$ cat src/rtl/fwe_pkg.sv
package fwe_pkg;

  typedef enum logic [1:0] {
    ST_IDLE   = 2'd0,
    ST_FETCH  = 2'd1,
    ST_DECIDE = 2'd2,
    ST_STORE  = 2'd3
  } seqState_t;

  typedef struct packed {
    logic accept;   // latch address and data of a new write
    logic capOld;   // capture held pattern and flag of the target
    logic decide;   // compute inversion choice and cell mask
    logic commit;   // apply the masked store
  } wrStrobe_t;

endpackage

$ cat src/rtl/fwe_ctrl.sv
module fwe_ctrl
  import fwe_pkg::*;
(
  input  logic       clk,
  input  logic       rstN,
  input  logic       wrReq,
  output wrStrobe_t  strobe,
  output logic       busy,
  output logic       wrDone
);

  seqState_t state, stateNext;

  always_comb begin
    stateNext = state;
    unique case (state)
      ST_IDLE:   if (wrReq) stateNext = ST_FETCH;
      ST_FETCH:  stateNext = ST_DECIDE;
      ST_DECIDE: stateNext = ST_STORE;
      ST_STORE:  stateNext = ST_IDLE;
      default:   stateNext = ST_IDLE;
    endcase
  end

  always_ff @(posedge clk) begin
    if (!rstN) begin
      state  <= ST_IDLE;
      wrDone <= 1'b0;
    end else begin
      state  <= stateNext;
      wrDone <= (state == ST_STORE);
    end
  end

  always_comb begin
    strobe.accept = (state == ST_IDLE) && wrReq;
    strobe.capOld = (state == ST_FETCH);
    strobe.decide = (state == ST_DECIDE);
    strobe.commit = (state == ST_STORE);
  end

  assign busy = (state != ST_IDLE);

endmodule

$ cat src/rtl/fwe_datapath.sv
module fwe_datapath
  import fwe_pkg::*;
#(
  parameter int DATA_W = 8,
  parameter int DEPTH  = 4,
  parameter int ADDR_W = 2,
  parameter int CNT_W  = 4
)(
  input  logic              clk,
  input  logic              rstN,
  input  wrStrobe_t         strobe,
  input  logic [ADDR_W-1:0] wrAddr,
  input  logic [DATA_W-1:0] wrData,
  input  logic [ADDR_W-1:0] rdAddr,
  output logic [DATA_W-1:0] rdData,
  output logic [CNT_W-1:0]  progCount
);

  localparam int HALF = DATA_W / 2;

  logic [DATA_W-1:0] cellWord [DEPTH];
  logic              cellFlag [DEPTH];

  logic [ADDR_W-1:0] addrQ;
  logic [DATA_W-1:0] dataQ;
  logic [DATA_W-1:0] oldWord;
  logic              oldFlag;
  logic [DATA_W-1:0] newWord;
  logic              newFlag;
  logic [DATA_W-1:0] maskWord;
  logic              maskFlag;

  // inversion decision against the physically held bits
  int                diffCount;
  logic              invertSel;
  logic [DATA_W-1:0] candWord;

  always_comb begin
    diffCount = $countones(dataQ ^ oldWord);
    invertSel = (diffCount > HALF);
    candWord  = dataQ ^ {DATA_W{invertSel}};
  end

  always_ff @(posedge clk) begin
    if (!rstN) begin
      addrQ     <= '0;
      dataQ     <= '0;
      oldWord   <= '0;
      oldFlag   <= 1'b0;
      newWord   <= '0;
      newFlag   <= 1'b0;
      maskWord  <= '0;
      maskFlag  <= 1'b0;
      progCount <= '0;
    end else begin
      if (strobe.accept) begin
        addrQ <= wrAddr;
        dataQ <= wrData;
      end
      if (strobe.capOld) begin
        oldWord <= cellWord[addrQ];
        oldFlag <= cellFlag[addrQ];
      end
      if (strobe.decide) begin
        newWord  <= candWord;
        newFlag  <= invertSel;
        maskWord <= candWord ^ oldWord;
        maskFlag <= invertSel ^ oldFlag;
      end
      if (strobe.commit) begin
        progCount <= CNT_W'($countones({maskFlag, maskWord}));
      end
    end
  end

  // per-entry storage with per-cell write enables
  for (genvar e = 0; e < DEPTH; e++) begin : g_entry
    logic hit;
    assign hit = strobe.commit && (addrQ == ADDR_W'(e));

    always_ff @(posedge clk) begin
      if (!rstN) begin
        cellWord[e] <= '0;
        cellFlag[e] <= 1'b0;
      end else if (hit) begin
        for (int b = 0; b < DATA_W; b++) begin
          if (maskWord[b]) cellWord[e][b] <= newWord[b];
        end
        if (maskFlag) cellFlag[e] <= newFlag;
      end
    end
  end

  assign rdData = cellWord[rdAddr] ^ {DATA_W{cellFlag[rdAddr]}};

endmodule

$ cat src/rtl/flip_write_encoder.sv
module flip_write_encoder
  import fwe_pkg::*;
#(
  parameter  int DATA_W = 8,
  parameter  int DEPTH  = 4,
  localparam int ADDR_W = (DEPTH > 1) ? $clog2(DEPTH) : 1,
  localparam int CNT_W  = $clog2(DATA_W + 2)
)(
  input  logic              clk,
  input  logic              rstN,
  input  logic              wrReq,
  input  logic [ADDR_W-1:0] wrAddr,
  input  logic [DATA_W-1:0] wrData,
  input  logic [ADDR_W-1:0] rdAddr,
  output logic [DATA_W-1:0] rdData,
  output logic              busy,
  output logic              wrDone,
  output logic [CNT_W-1:0]  progCount
);

  wrStrobe_t strobe;

  fwe_ctrl u_ctrl (
    .clk    (clk),
    .rstN   (rstN),
    .wrReq  (wrReq),
    .strobe (strobe),
    .busy   (busy),
    .wrDone (wrDone)
  );

  fwe_datapath #(
    .DATA_W (DATA_W),
    .DEPTH  (DEPTH),
    .ADDR_W (ADDR_W),
    .CNT_W  (CNT_W)
  ) u_dp (
    .clk       (clk),
    .rstN      (rstN),
    .strobe    (strobe),
    .wrAddr    (wrAddr),
    .wrData    (wrData),
    .rdAddr    (rdAddr),
    .rdData    (rdData),
    .progCount (progCount)
  );

endmodule

$ cat config.mk
export PLATFORM = sky130hd
export DESIGN_NAME = flip_write_encoder
export DESIGN_NICKNAME = d
export VERILOG_FILES = /design/src/rtl/fwe_pkg.sv /design/src/rtl/fwe_ctrl.sv /design/src/rtl/fwe_datapath.sv /design/src/rtl/flip_write_encoder.sv
export SDC_FILE = /design/constraint.sdc
export NUM_CORES = 1
export LEC_CHECK = 0
export BUFFER_PORTS_ARGS = -buffer_cell sky130_fd_sc_hd__buf_2
export CAP_MARGIN = 20
export CORE_ASPECT_RATIO = 0.5
export CORE_MARGIN = 8
export CORE_UTILIZATION = 55
export DETAILED_ROUTE_END_ITERATION = 10
export HOLD_SLACK_MARGIN = 0.1
export PLACE_DENSITY = 0.73
export SYNTH_ARGS = -nofsm -noshare
export SYNTH_HDL_FRONTEND = slang
export SYNTH_SLANG_ARGS = --single-unit
$ cat constraint.sdc
create_clock -name clk -period 5.53 [get_ports clk]
set_input_delay 0.553 -clock clk [delete_from_list [all_inputs] [get_ports clk]]
set_output_delay 0.553 -clock clk [all_outputs]
set_load 0.01 [all_outputs]
==> impl_metrics.yaml <==
outcome:
  status: "complete, no violations"
hold_path:
  hold_path.class: "in -> reg"
  min_from: "wrAddr[0]"
  hold_path_end: "u_dp.addrQ[0]$_SDFFE_PN0P_"
  hold_depth: 3
floorplan:
  core_region_area_um2: 8029
  die_w_um: 144.7
  die_y_um: 80.34
  die_area_um2: 11620
  rows: 23
  start_util_pct: 56.71
  ioPinCount: 29
drt:
  ant_nets: 0
  viasPerCell: 5.815
  first_pass_iters: 5
  drt_wl_total_um: 10340
  vias: 3396
  wire_per_inst_um: 17.71
  route.detailed.drc: 0
  drtIter0Drc: 388
sta:
  fin_ws_ns: 1.570
  worst_pin_slew_ns: 0.8616
  clock_skew_ns: 0.005372
  fmax_ghz: 0.2526
  fin_crit_ns: 3.960
  drv_slew: 0
  rsz0062_at_grt: "false"
  min_period_over_period_pct: 71.60
  final-setup-viol-count: 0
  slew-limit-headroom_pct: 42.48
  setup-tns-final_ns: 0
  finalHoldViolations: 0
clocking:
  clock_latency_ns: 0.33
  htree_levels: 3
  cts_tree: "built"
  post-cts-setup-buffers: 0
  holdBufCountCts: 0
  clk_path_buf_depth: 2
  cts-resized-gates: 0
  cts.clk_slew.worst_paths_ns: 0.06
  cts_sinks: 80
  cts_buffers: 9
  cts_root_buf: "clkbuf_16"
yosys:
  yosys_register_bits: 80
  synth.distinct_cells: 37
  synth-async-reset-ratio_pct: 0
  seq_area_frac_synth_pct: 42.87
  synth_edf_count: 35
  synth_nets: 501
  synth_ff_type: "dfxtp_1"
  synthTopCellsByArea: "edfxtp_1 (23%), dfxtp_1 (20%), nand2_1 (7.0%)"
  synth_top_area_share_pct: 23.08
  ys_warn_count: 0
  yosysMostFrequentCell: "nand2_1"
  ys_top_cells_by_count: "nand2_1 (85), nor2_1 (52), dfxtp_1 (45), edfxtp_1 (35), nand3_1 (28)"
  syn_area_um2: 4553
  yosysTopAreaCell: "edfxtp_1"
  syn_inst: 461
  avgSynthCellArea_um2: 9.877
critical_path:
  r2r_cells: 11
  rr_startpoint: "u_dp.dataQ[0]$_SDFFE_PN0P_"
  slowest_delay_ns: 0.61
  worst-path-buf-inv: 3
  cpMostUsedCell: "fa_1"
  endpoint_kind: "flip-flop"
  crit_path_start_kind: "flip-flop"
  cp.required_ns: 5.77
  crit_fanout: 18
  critPathTopFamily: "adder cells"
  critPathSlowestCell: "clkinv_1"
  crit_chain: "xor2_1 -> ha_1 -> inv_1 -> fa_1 -> inv_1 -> fa_1 -> ha_1 -> fa_1 -> clkinv_1 -> a21o_1 -> a31oi_1"
  path_class: "reg -> reg"
  reg2reg_slack_ns: 1.57
  critical_path_arrival_ns: 4.20
  reg2reg_to: "u_dp.maskWord[2]$_SDFFE_PN0P_"
power_and_ir_drop:
  ir_worst_vdd_mv: 0.2159
  power_density_nw_per_um2: 407.8
  leakagePower_nw: 1.993
  fin_total_pwr_mw: 2.033
cells_and_area:
  drive_gt1_share_pct: 11.65
  multiInputGateArea_um2: 2316
  post-route-util_pct: 62.10
  final_net_count: 508
  syn_to_final_growth_pct: 9.508
  num_antenna_cells: 0
  regArea_um2: 1952
  nFillCells: 662
global_route:
  grt_pass1_vias: 3119
  antenna_found_initial: 0
  grt_max_degree: 81
  grt_pass1_wl_um: 16540
  grt.total_usage_pct: 18.62
  grt_overflow: 0
placed_design:
  port_buffers: 28
  dpl.hpwl_um: 7034
  pre_cts_ws_ns: 1.597
  gp_congestion: 0.8043
flow_run:
  cap_violations: 0
[area by class of cell]
type	count	share of cell area [%]
Clock buffer	9	4.517
Clock inverter	6	1.706
Inverter	28	2.108
Multi-Input combinational cell	318	46.45
Sequential cell	80	39.15
Tap cell	112	2.811
Timing Repair Buffer	31	3.262
[routing by layer]
metal / vias up / routed length [um] / global-route usage, %
met2: 138 / 4405 / 27.67
met4: 0 / 45 / 3.811
met5: - / 0 / 0
li1: 1628 / - / -
met1: 1625 / 5058 / 26.57
met3: 5 / 835 / 5.204
[cell usage in the layout (no fill, tap or decap), types with 9 or more instances in the layout]
cell type   n
ha_1       16
nand3_1    28
mux2i_1    13
clkbuf_16   9
o311ai_0    9
dfxtp_1    45
mux4_1     10
nor2_1     52
inv_1      26
nand2_1    85
xor2_1     16
o2111ai_1   9
buf_2      28
a21oi_1    11
nand3b_1   10
fa_1        9
o21ai_0    11
edfxtp_1   35
[state kept, by name (all words and copies together) (netlist names), 2 cells and up]
signal	count
u_dp.addrQ	2
u_ctrl.state	2
u_dp.maskWord	8
u_dp.oldWord	8
u_dp.cellWord	32
u_dp.progCount	4
u_dp.newWord	8
u_dp.dataQ	8
u_dp.cellFlag	4
[worst max path at each step]
stage	end	from	depth (start not counted)
floorplan	u_dp.maskFlag$_SDFFE_PN0P_	u_dp.dataQ[0]$_SDFFE_PN0P_	12
global placement	u_dp.maskWord[1]$_SDFFE_PN0P_	u_dp.dataQ[0]$_SDFFE_PN0P_	11
detailed placement	u_dp.maskWord[2]$_SDFFE_PN0P_	u_dp.dataQ[3]$_SDFFE_PN0P_	11
CTS	u_dp.maskWord[2]$_SDFFE_PN0P_	u_dp.dataQ[5]$_SDFFE_PN0P_	11
global route	u_dp.maskWord[5]$_SDFFE_PN0P_	u_dp.dataQ[5]$_SDFFE_PN0P_	11
finish	u_dp.maskWord[2]$_SDFFE_PN0P_	u_dp.dataQ[0]$_SDFFE_PN0P_	11
[report_power, final]
group | internal, mW | switching, mW
registers | 0.688 | 0.100
clock network | 0.391 | 0.227
logic | 0.252 | 0.375
total | 1.33 | 0.703
[kinds of logic after synthesis]
| family | synth area share [%] |
|---|---|
| AO/OA/AOI/OAI | 9.288 |
| XOR/XNOR | 3.078 |
| adder cells (fa/ha/maj) | 8.354 |
| buffers and inverters | 6.265 |
| flip-flops | 42.87 |
| multiplexers | 12.59 |
| AND/OR/NAND/NOR | 17.56 |
[per-stage QoR]
| stage | hold slack, ns | instance area [um2] | cells |
|---|---|---|---|
| final | 0.4634 | 4986 | 584 |
| after global routing | 0.4665 | 4986 | 584 |
| after CTS | 0.4571 | 4986 | 584 |
| after detailed placement | 0.4759 | 4676 | 569 |
| after global placement | 0.4677 | 4676 | 569 |
| after floorplan | 0.4569 | 4553 | 461 |
[worst reg2reg max path: cells and delay by family, from the launching register on]
kind	cells	cell delay, ns
buffers and inverters	3	0.71
AOI/OAI and AO/OA	2	0.50
adders and majority gates	5	1.98
xor gates and xnor gates	1	0.29
DFF	1	0.38
No activity file was read; power rests on OpenSTA's default activity.
